===== config.mk =====
export PLATFORM = sky130hd
export DESIGN_NAME = ticket_lock
export DESIGN_NICKNAME = d
export VERILOG_FILES = /design/src/rtl/ticket_lock_pkg.sv /design/src/rtl/ticket_dispenser.sv /design/src/rtl/serve_counter.sv /design/src/rtl/lock_slot.sv /design/src/rtl/ticket_lock.sv
export SDC_FILE = /design/constraint.sdc
export NUM_CORES = 1
export LEC_CHECK = 0
export BUFFER_PORTS_ARGS = -buffer_cell sky130_fd_sc_hd__clkbuf_2
export CAP_MARGIN = 5
export CORE_UTILIZATION = 54
export DETAILED_ROUTE_END_ITERATION = 10
export PLACE_DENSITY = 0.86
export SLEW_MARGIN = 20
export SYNTH_ARGS = -nofsm -noshare
export SYNTH_HDL_FRONTEND = slang
export SYNTH_HIERARCHICAL = 1
export SYNTH_SLANG_ARGS = --single-unit

===== constraint.sdc =====
create_clock -name clk_i -period 3.5 [get_ports clk_i]
set_input_delay 0.175 -clock clk_i [delete_from_list [all_inputs] [get_ports clk_i]]
set_output_delay 0.175 -clock clk_i [all_outputs]
set_load 0.05 [all_outputs]

===== src/rtl/ticket_lock_pkg.sv =====
package ticket_lock_pkg;
  localparam int unsigned TL_N_DEF = 4;
  localparam int unsigned TL_W_DEF = 3;
endpackage


===== src/rtl/ticket_dispenser.sv =====
module ticket_dispenser #(
  parameter int unsigned N = ticket_lock_pkg::TL_N_DEF,
  parameter int unsigned W = ticket_lock_pkg::TL_W_DEF
) (
  input  logic                  clk_i,
  input  logic                  rst_ni,
  input  logic [N-1:0]          take_i,
  output logic [N-1:0][W-1:0]   issue_o
);
  logic [W-1:0] next_q, next_d;

  // index order serializes same-cycle takers
  always_comb begin
    next_d = next_q;
    for (int k = 0; k < N; k++) begin
      issue_o[k] = next_d;
      if (take_i[k]) next_d = next_d + 1'b1;
    end
  end

  always_ff @(posedge clk_i or negedge rst_ni) begin
    if (!rst_ni) next_q <= '0;
    else         next_q <= next_d;
  end
endmodule


===== src/rtl/serve_counter.sv =====
module serve_counter #(
  parameter int unsigned N = ticket_lock_pkg::TL_N_DEF,
  parameter int unsigned W = ticket_lock_pkg::TL_W_DEF
) (
  input  logic          clk_i,
  input  logic          rst_ni,
  input  logic [N-1:0]  rel_i,
  input  logic [N-1:0]  grant_i,
  output logic [W-1:0]  serving_o,
  output logic          rel_err_o
);
  logic [W-1:0] serving_q;
  logic         err_q;
  logic         rel_ok, rel_bad;

  assign rel_ok  = |(rel_i & grant_i);
  assign rel_bad = |(rel_i & ~grant_i);

  always_ff @(posedge clk_i or negedge rst_ni) begin
    if (!rst_ni) begin
      serving_q <= '0;
      err_q     <= 1'b0;
    end else begin
      if (rel_ok) serving_q <= serving_q + 1'b1;
      err_q <= rel_bad;
    end
  end

  assign serving_o = serving_q;
  assign rel_err_o = err_q;
endmodule


===== src/rtl/lock_slot.sv =====
module lock_slot #(
  parameter int unsigned W = ticket_lock_pkg::TL_W_DEF
) (
  input  logic          clk_i,
  input  logic          rst_ni,
  input  logic          acq_i,
  input  logic          rel_i,
  input  logic [W-1:0]  issue_i,
  input  logic [W-1:0]  serving_i,
  output logic          take_o,
  output logic          grant_o,
  output logic [W-1:0]  ticket_o
);
  logic         wait_q;
  logic [W-1:0] ticket_q;

  assign take_o   = acq_i & ~wait_q;
  assign grant_o  = wait_q && (ticket_q == serving_i);
  assign ticket_o = ticket_q;

  always_ff @(posedge clk_i or negedge rst_ni) begin
    if (!rst_ni) begin
      wait_q   <= 1'b0;
      ticket_q <= '0;
    end else if (take_o) begin
      wait_q   <= 1'b1;
      ticket_q <= issue_i;
    end else if (rel_i && grant_o) begin
      wait_q   <= 1'b0;
    end
  end
endmodule


===== src/rtl/ticket_lock.sv =====
module ticket_lock #(
  parameter int unsigned N = ticket_lock_pkg::TL_N_DEF,
  parameter int unsigned W = ticket_lock_pkg::TL_W_DEF
) (
  input  logic            clk_i,
  input  logic            rst_ni,
  input  logic [N-1:0]    acq_i,
  input  logic [N-1:0]    rel_i,
  output logic [N-1:0]    grant_o,
  output logic [N*W-1:0]  ticket_o,
  output logic            rel_err_o
);
  logic [N-1:0]         take;
  logic [N-1:0][W-1:0]  issue;
  logic [N-1:0][W-1:0]  tkt;
  logic [W-1:0]         serving_q;

  ticket_dispenser #(.N(N), .W(W)) u_disp (
    .clk_i(clk_i), .rst_ni(rst_ni), .take_i(take), .issue_o(issue)
  );

  serve_counter #(.N(N), .W(W)) u_serve (
    .clk_i(clk_i), .rst_ni(rst_ni), .rel_i(rel_i), .grant_i(grant_o),
    .serving_o(serving_q), .rel_err_o(rel_err_o)
  );

  for (genvar k = 0; k < N; k++) begin : g_slot
    lock_slot #(.W(W)) u_slot (
      .clk_i(clk_i), .rst_ni(rst_ni), .acq_i(acq_i[k]), .rel_i(rel_i[k]),
      .issue_i(issue[k]), .serving_i(serving_q),
      .take_o(take[k]), .grant_o(grant_o[k]), .ticket_o(tkt[k])
    );
  end

  assign ticket_o = tkt;
endmodule


# == Yosys cells after proc, flatten, opt, wreduce, memory -nomap -nowiden ==
# Index checks and enable logic that the tools add are counted.
# classes
muxes,12
bitwise,11
reduce_logical,14
add_sub_neg,5
n_eq_ne,4
# ops
cell,n
"adder 3 x 1 -> 3 bit, second input constant",5
equality test 3 bit,4
two-way mux 3 bit,4
bitwise AND 4 bit,2
logical AND 1 bit,8
two-way mux 1 bit,8
nonzero test 2 bit,4
OR reduction 4 bit,2
bitwise AND 1 bit,4
inverter 1 bit,4
inverter 4 bit,1
# word_totals
inputBits,10
elab_cells,57
output_inout_bits,17
regBits,23

# == Depth between registers and ports, before layout ==
# Gate-level depths: netlist of the first run.
# logic_depth
word_depth,9
ltp_mapped,9

# == Hierarchy ==
# The synthesis of the first run kept the hierarchy.
# by_module_without_submodules
module,instances,cells_per_inst,seq_area_each_um2,area_per_inst_um2
lock_slot,4,15,100.1,215.2
ticket_dispenser,1,24,75.1,292.8
serve_counter,1,18,100.1,215.2

# == Worst setup path after synthesis of the first run ==
# Ideal clock, no wire load.
# synth_path
kind,register to register
start,register g_slot[0].u_slot.wait_q
end,register u_disp.next_q[1]
slack_ns,0.873
required_ns,3.375
t_arrival_ns,2.502
n_path_buf,0
stages_incl_launch_ff,9
cell_sequence,dfrtp_1 > nor2b_4 > mux2_4 > ha_1 > mux2_4 > ha_1 > mux2_4 > ha_1 > mux2_2
# synth_rtl
element,line,text
from (decl),lock_slot.sv:14,logic wait_q;
from (signal assigned),lock_slot.sv:23,wait_q <= 1'b0;
from (signal assigned),lock_slot.sv:26,wait_q <= 1'b1;
from (signal assigned),lock_slot.sv:29,wait_q <= 1'b0;
to (signal assigned),ticket_dispenser.sv:23,else next_q <= next_d;
to (decl),ticket_dispenser.sv:10,"logic [W-1:0] next_q, next_d;"

==> results.md, run 1 <==
* Status: finished clean
* Fin. max-slew vios at 0
* Least-Margin Pin Slew at 588 ps
* Fin area at 1570 um^2
* Final hold vios at 0
* Most used DFF post-synth: dfrtp_1
* Synth top cells by count: 23 x dfrtp_1, 16 x mux2_4, 16 x xnor2_1, 5 x ha_1, 5 x inv_1
* Total track usage at 22.3%
* Worst Setup Start Kind: register
* Synth cell types at 20
* Wirelength, routed at 2490 um
* Vias at 891
* Worst EP arrival at 2970 ps
* Die area at 2740 um^2
* Top-area cell type share of the netlist area at 42.0%
* Syn Std Cell Area at 1370 um^2
* Peak Freq at 360 MHz
* Fillcell total at 159
* Asr flop ratio synth at 100%
* Pre-antenna DRT Iters at 4
* First-pass GRT wire length at 4370 um
* Placed instance area at 1530 um^2
* Root Buffer: clkbuf_4
* Area leader, netlist: dfrtp_1
* Crit-path leading delay family: multiplexers
* CTS tree: built
* Setup violations, final at 0
* Antenna-violating nets left at 0
* Worst path cell trace: nor2b_4 > mux2_4 > ha_1 > mux2_4 > ha_1 > mux2_4 > ha_1 > mux2_2
* Die height at 52.3 um
* Cts repair resizes at 0
* Hold Path Class: primary input to register
* Maximum clock path buffer count at 2
* Clock buffer count from CTS at 3
* CP peak stage delay at 450 ps
* Max-slew headroom at 60.8%
* Share of cells above drive strength 1 at 47.4%
* CP Max Fanout at 6
* CP Buf/Inv Count at 0
* Area Growth Syn to Fin at 14.8%
* Remaining Overflow, GRT at 0
* Mapped Nets at 117
* Clock Skew at 6.10 ps
* Crit share post-route at 79.3%
* Minimum hold slack at 109 ps
* Ports at 27
* YS warnings at 6
* Final Core Density at 68.4%
* Initial DRC count at 8
* Final TNS setup at 0 ps
* Vias in the first global route at 907
* Max-Cap Viols at 0
* DR vias/cell at 5.53
* Post-Synthesis Cells at 102
* Die Width at 52.3 um
* CP max-delay cell: dfrtp_1
* Syn Area/Cell at 13.4 um^2
* Dpl hpwl at 1980 um
* Wirelength per Cell at 15.5 um
* H-tree levels at 1
* RSZ-0062 raised after global routing: false
* Clk sinks at 23
* Crit path time final at 2770 ps
* Placeable Area at 2300 um^2
* Fin nets at 149
* Worst setup EP type: register
* Worst Path Required at 3700 ps
* Register area share after synthesis at 42.0%
* Synth area leaders: dfrtp_1 42%, mux2_4 18%, xnor2_1 10%, ha_1 4.6%, nor2b_4 4.0%
* Top-count cell post-synth: dfrtp_1
* Crit Path Class: register to register
* Routability congestion estimate from global placement at 0.742
* Synth Register Bits at 23
* Number of synthesized flops with an enable pin at 0
* Clock transition at path regs at 130 ps
* Diode count at 0
* Clk Latency, worst-skew pair at 300 ps
* Initial antenna violation count at 0
* Port bufs at 26
* Rows at 17
* Pin count of the biggest net entering global routing at 24
* Initial Utilization at 59.6%
* Residual DRC count at 0
## final timing paths
check	slack, ps	cells after the start	end	from
setup reg to reg	730	8	u_disp/next_q[1]	g_slot[0].u_slot/wait_q
hold reg to reg	570	1	g_slot[0].u_slot/ticket_o[1]	u_disp/next_q[1]
min in group asynchronous	390	2	g_slot[1].u_slot/ticket_o[1]	rst_ni
hold / removal	110	3	g_slot[2].u_slot/wait_q	acq_i[2]
setup / recovery	730	8	u_disp/next_q[1]	g_slot[0].u_slot/wait_q
max in group asynchronous	2730	2	u_disp/next_q[2]	rst_ni
## state kept, by name, indices dropped and copies added, names as in the netlist
signal,flops
u_disp/next_q,3
u_serve/rel_err_o,1
g_slot.u_slot/ticket_o,12
g_slot.u_slot/wait_q,4
u_serve/serving_o,3
## placed cells by master (no fill, tap or decap), types with 2 or more instances in the layout
cell	n
nand2_1	4
xor2_1	4
dfrtp_1	23
clkbuf_2	26
and4_2	4
a41oi_1	4
inv_1	5
a22oi_2	2
nor2_1	4
mux2_4	16
nor2b_4	4
ha_1	5
xnor2_1	16
clkbuf_4	3
and2_2	4
## area by class of cell
class                           count  area (um^2)  share of cell area (%)
Clock buffer                        3         22.5                    1.43
Clock inverter                      1         5.00                   0.318
Inverter                            5         18.8                    1.19
Multi-Input combinational cell     74          774                    49.3
Sequential cell                    23          576                    36.6
Tap cell                           28         35.0                    2.23
Timing Repair Buffer               27          140                    8.92
## stage by stage
stage / setup slack [ps] / instances
2_1_floorplan: 873 / 102
3_3_place_gp: 825 / 156
3_5_place_dp: 747 / 156
4_1_cts: 729 / 161
5_1_grt: 599 / 161
6_report: 726 / 161
## what timing repair did
action | in CTS | in global routing
endpoints found under the hold margin | 23 | 0
setup buffers | 0 | 0
hold buffers | 1 | 0
## kinds of logic (layout without fill, tap and decap cells)
kind of cell,after synthesis,count (layout),synth area share [%]
flip-flops,23,23,42.0
XOR/XNOR,22,22,15.7
AND/OR/NAND/NOR,21,21,11.8
multiplexers,17,17,18.4
AO/OA/AOI/OAI,9,9,6.12
adder cells (fa/ha/maj),5,5,4.57
buffers and inverters,5,36,1.37
## tightest hold or removal path, stage by stage
cell and delay [ps]:
clkbuf_2 90, nor2_1 80, a41oi_1 50
## layer usage
metal  vias to the layer above  share of wire [%]  GRT usage (%)
met5                         -                  0              0
li1                        425                  -              -
met2                        22                 50           37.8
met3                         2                3.9           2.61
met1                       442                 46           29.7
met4                         0               0.68           6.58
Power of run 1 is left out: the tool's default activity adds up to more than one toggle a clock period on the data nets, which glitch-free logic cannot reach.
==> run 2: changes to the inputs <==
Settings changed: CORE_UTILIZATION 54 to 49, PLACE_DENSITY 0.86 to 0.83.
Clock period 3.5 ns to 2.45 ns, I/O delays scaled along.
==> run 2 against run 1 <==
Effect of this change: the flow now finishes with violations (setup timing); via count is 0.45% higher; sequential share of layout area down 2.7 points; cell count rose by 7.5%; die area rose by 9.8%; non-clock buffer count up 10; clock-buffer cell count rose by 1; largest cell class unchanged; cell area increased by 8.0%; hold slack got worse by 41 ps; worst setup slack lost 770 ps.
==> results.md, run 2 (synthesized netlist as in run 1, its figures left out) <==
* Maximum clock path buffer count at 2 (unchanged)
* Fin area at 1700 um^2 (+8.0%)
* Most frequent CP cell: mux2_4
* Worst Path Required at 2650 ps (-1050 ps)
* Ports at 27 (unchanged)
* Area Growth Syn to Fin at 23.9%
* Fin. max-slew vios at 0 (unchanged)
* Pre-antenna DRT Iters at 4 (unchanged)
* Dpl hpwl at 2150 um (+8.7%)
* Worst EP arrival at 2690 ps (-280 ps)
* Port bufs at 26 (unchanged)
* Failing checks: setup timing
* Antenna-violating nets left at 0 (unchanged)
* DR vias/cell at 5.17 (-6.5%)
* First-pass GRT wire length at 4220 um (-3.5%)
* Clock buffer count from CTS at 3 (unchanged)
* Hold Path Class: primary input to register
* Root Buffer: clkbuf_4
* Crit path time final at 2490 ps (-284 ps)
* Remaining Overflow, GRT at 0 (unchanged)
* Post-Layout Cell Count at 173 (+7.5%)
* Cells after DPL at 167 (+7.1%)
* H-tree levels at 1 (unchanged)
* Initial DRC count at 8 (unchanged)
* Placeable Area at 2570 um^2 (+12%)
* Clk Latency, worst-skew pair at 300 ps (about the same)
* Clock transition at path regs at 120 ps (about the same)
* Worst setup EP type: register
* Initial Utilization at 53.3% (-6.3 points)
* CTS tree: built
* Minimum hold slack at 68.5 ps (-40.8 ps)
* Commonest non-fill, non-tap cell in the layout: clkbuf_2
* Rows at 18 (+1)
* Crit Path Class: register to register
* Status: finished with violations
* Pin count of the biggest net entering global routing at 24 (unchanged)
* Fin nets at 159 (+6.7%)
* Crit-path leading delay family: multiplexers
* Die height at 54.9 um (+4.8%)
* Clock Skew at 3.08 ps (-3.02 ps)
* Peak Freq at 402 MHz (+11%)
* RSZ-0062 raised after global routing: true
* Fillcell total at 212 (+33%)
* Final hold vios at 0 (unchanged)
* Clk sinks at 23 (unchanged)
* CP Max Fanout at 2 (-4)
* Placed instance area at 1650 um^2 (+7.5%)
* Die Width at 54.9 um (+4.8%)
* Setup violations, final at 1 (+1)
* Die area at 3010 um^2 (+9.8%)
* Residual DRC count at 0 (unchanged)
* Final worst slack at -40.3 ps (-766 ps)
* CP max-delay cell: dfrtp_1
* Most frequent cells in the layout: 26 x clkbuf_2, 23 x dfrtp_1, 17 x mux2_4
* Least-Margin Pin Slew at 582 ps (-5.80 ps)
* Initial antenna violation count at 0 (unchanged)
* Max reg flops at 12 (unchanged)
* Wirelength, routed at 2720 um (+9.1%)
* Crit share post-route at 102% (+22 points)
* CP Buf/Inv Count at 0 (unchanged)
* Total track usage at 20.8% (-1.5 points)
* Final TNS setup at -40.3 ps (-40.3 ps)
* Diode count at 0 (unchanged)
* Vias in the first global route at 889 (-2.0%)
* Max-slew headroom at 61.2% (+0.39 points)
* Wirelength per Cell at 15.7 um (+1.5%)
* Max-Cap Viols at 0 (unchanged)
* Share of cells above drive strength 1 at 53.1% (+5.8 points)
* Worst Setup Start Kind: register
* Vias at 895 (+0.45%)
* Worst path cell trace: ha_1 > mux2_4 > ha_4 > mux2_4 > ha_4 > mux2_4 > ha_4 > mux2_4
* Routability congestion estimate from global placement at 0.745 (+0.31%)
* CP peak stage delay at 400 ps (-50 ps)
[run 2: changes by cell type in the layout (fill, tap and decap cells not counted)]
| cell | before | now |
|---|---|---|
| buf_4 | 0 | 10 |
| ha_1 | 5 | 2 |
| ha_4 | 0 | 3 |
| clkbuf_1 | 0 | 1 |
| clkinv_2 | 1 | 0 |
| mux2_2 | 1 | 0 |
| mux2_4 | 16 | 17 |
| xor2_1 | 4 | 3 |
| xor2_2 | 0 | 1 |
[run 2: timing repair]
action                                  CTS  global route
endpoints found under the setup margin    1             2
pin swaps                                 1             0
hold buffers                              1             0
endpoints found under the hold margin    23             0
setup buffers                             1             0
gates resized for setup                   1             0
[run 2: worst paths after layout]
| check | from | to | slack (ps) | cells after the start |
|---|---|---|---|---|
| worst max register to register | u_disp/next_q[1] | u_disp/next_q[1] | -40 | 8 |
| worst min-delay path | acq_i[3] | g_slot[3].u_slot/wait_q | 70 | 3 |
| min in group asynchronous | rst_ni | u_serve/serving_o[0] | 340 | 2 |
| worst min register to register | g_slot[2].u_slot/ticket_o[0] | g_slot[2].u_slot/ticket_o[0] | 580 | 1 |
| max in group asynchronous | rst_ni | u_disp/next_q[1] | 1740 | 2 |
| worst max-delay path | u_disp/next_q[1] | u_disp/next_q[1] | -40 | 8 |
[run 2: through the flow]
step / setup WS (ps) / utilization, %
final: -40.3 / 66.1
after detailed placement: -39.3 / 64.2
after global placement: 2.77 / 64.2
after global routing: -105 / 66.1
after floorplan: -55.1 / -
after CTS: -43.0 / 66.1
[run 2: worst register-to-register path: stages (launching register included)]
cell     delay, ps
dfrtp_1        400
ha_1           290
mux2_4         280
ha_4           210
mux2_4         270
ha_4           210
mux2_4         270
ha_4           210
mux2_4         240
[run 2: area by class of cell]
type / count / area (um^2) / area share [%]
multi-input cells: 74 / 823 / 48.5
flip-flops and latches: 23 / 576 / 33.9
repair buffers: 37 / 215 / 12.7
well taps: 30 / 37.5 / 2.21
clock buffers: 4 / 26.3 / 1.55
inverters: 5 / 18.8 / 1.11
[run 2: per-layer routing]
layer	wire length (um)	vias to the layer above	track usage (%)
met5	0	-	0
met4	15	0	7.69
met1	1270	435	27.1
li1	-	440	-
met2	1360	18	34.9
met3	75	2	2.50
Power of run 2 is left out for the same reason.
==> run 3: changes to the inputs <==
Settings changed: PLACE_DENSITY 0.83 to 0.71, SLEW_MARGIN 20 to default.
==> run 3 against run 2 <==
Effect of this change: non-clock buffer count decreased by 1; die area unchanged; the run still ends with setup timing left; register-to-register slack lost 20 ps; maximum frequency shrank 0.61%; via count grew 2.1%; clock skew down 1.7 ps; utilization down 0.29 points; first-iteration DRC count shrank 38%; sequential cell count stayed put; cell area is 0.44% lower.
==> results.md, run 3 (synthesized netlist as in run 1, its figures left out) <==
* Status: finished with violations
* Failing checks: setup timing
* Ports at 27 (unchanged)
* Die height at 54.9 um (unchanged)
* Fin nets at 158 (-0.63%)
* Clock transition at path regs at 120 ps (about the same)
* Peak Freq at 399 MHz (-0.61%)
* Crit path time final at 2510 ps (+15.4 ps)
* Maximum clock path buffer count at 2 (unchanged)
* Initial DRC count at 5 (-3)
* Total track usage at 21.3% (+0.48 points)
* Initial antenna violation count at 0 (unchanged)
* Share of cells above drive strength 1 at 52.8% (-0.33 points)
* Routability congestion estimate from global placement at 0.769 (+3.3%)
* Fin. max-slew vios at 0 (unchanged)
* Wirelength per Cell at 15.5 um (-1.4%)
* Clock Skew at 1.39 ps (-1.69 ps)
* Final hold vios at 0 (unchanged)
* Initial Utilization at 53.3% (unchanged)
* Dpl hpwl at 2150 um (-0.22%)
* Hold Path Class: primary input to register
* Fillcell total at 198 (-6.6%)
* RSZ-0062 raised after global routing: true
* Pin count of the biggest net entering global routing at 24 (unchanged)
* Placeable Area at 2570 um^2 (unchanged)
* Setup violations, final at 1 (unchanged)
* Residual DRC count at 0 (unchanged)
* DP Worst Slack at -42.2 ps (-2.91 ps)
* Rows at 18 (unchanged)
* Final Core Density at 65.8% (-0.29 points)
* Most frequent cells in the layout: 26 x clkbuf_2, 23 x dfrtp_1, 17 x mux2_4
* Port bufs at 26 (unchanged)
* DR vias/cell at 5.31 (+2.7%)
* Vias at 914 (+2.1%)
* CTS tree: built
* Worst Path Required at 2650 ps (about the same)
* Max-Cap Viols at 0 (unchanged)
* Least-Margin Pin Slew at 579 ps (-3.15 ps)
* Final worst slack at -55.7 ps (-15.4 ps)
* Clk Latency, worst-skew pair at 300 ps (about the same)
* Multi-input gate area at 823 um^2 (unchanged)
* Crit share post-route at 102% (+0.63 points)
* Diode count at 0 (unchanged)
* Antenna-violating nets left at 0 (unchanged)
* H-tree levels at 1 (unchanged)
* Die area at 3010 um^2 (unchanged)
* Vias in the first global route at 933 (+4.9%)
* Clock buffer count from CTS at 3 (unchanged)
* Root Buffer: clkbuf_4
* Clk sinks at 23 (unchanged)
* Wirelength, routed at 2670 um (-2.0%)
* Crit Path Class: register to register
* Worst Setup Start Kind: register
* Max reg flops at 12 (unchanged)
* Area Growth Syn to Fin at 23.4%
* Die Width at 54.9 um (unchanged)
* First-pass GRT wire length at 4350 um (+3.3%)
* Worst EP arrival at 2710 ps (+20 ps)
* Remaining Overflow, GRT at 0 (unchanged)
* Worst setup EP type: register
* CP Max Fanout at 2 (unchanged)
* Pre-antenna DRT Iters at 3 (-1)
* Reg area at 576 um^2 (unchanged)
* Setup Buffers After CTS at 0 (-1)
* Max-slew headroom at 61.4% (+0.21 points)
* Commonest non-fill, non-tap cell in the layout: clkbuf_2
## run 3: cell types whose count changed in the layout (fill, tap and decap cells not counted), sizes merged
cell  change
buf       -1
## run 3: what timing repair did
action,CTS,global route
hold buffers,1,0
setup endpoints to repair,1,2
pin swaps,1,0
resized for setup,1,0
endpoints found under the hold margin,23,0
## run 3: final cells by class
type / count / share of cell area, %
Sequential cell: 23 / 34.1
Timing Repair Buffer: 36 / 12.3
Inverter: 5 / 1.11
Multi-Input combinational cell: 74 / 48.7
Clock buffer: 4 / 1.56
Tap cell: 30 / 2.22
## run 3: per-stage QoR
step | instances | area [um^2] | TNS (ps) | hold WS (ps)
floorplan | 102 | 1410 | -55.1 | -173
global placement | 167 | 1650 | -2.95 | 146
detailed placement | 167 | 1650 | -42.2 | 150
CTS | 172 | 1690 | -60.1 | 55.2
global route | 172 | 1690 | -163 | 71.9
finish | 172 | 1690 | -55.7 | 62.8
## run 3: layer usage
layer | vias up | track usage [%] | routed length (um)
met5 | - | 0 | 0
met4 | 0 | 6.41 | 15
met3 | 2 | 2.50 | 64
met2 | 16 | 36.1 | 1340
met1 | 458 | 28.0 | 1250
li1 | 438 | - | -
## run 3: worst max-delay path, stage by stage (launching register included)
cell and delay, ps:
dfrtp_1 400, ha_1 290, mux2_4 280, ha_4 210, mux2_4 270, ha_4 220, mux2_4 280, ha_4 210
mux2_4 250
## run 3: final timing paths
path | from | end | slack, ps | depth (start not counted)
max in group asynchronous | rst_ni | g_slot[3].u_slot/ticket_o[0] | 1750 | 2
min in group asynchronous | rst_ni | g_slot[3].u_slot/ticket_o[1] | 330 | 2
worst max-delay path | u_disp/next_q[1] | u_disp/next_q[1] | -60 | 8
worst min register to register | g_slot[2].u_slot/ticket_o[0] | g_slot[2].u_slot/ticket_o[0] | 570 | 1
worst min-delay path | acq_i[3] | g_slot[3].u_slot/wait_q | 60 | 3
worst max register to register | u_disp/next_q[1] | u_disp/next_q[1] | -60 | 8
Power of run 3 is left out for the same reason.
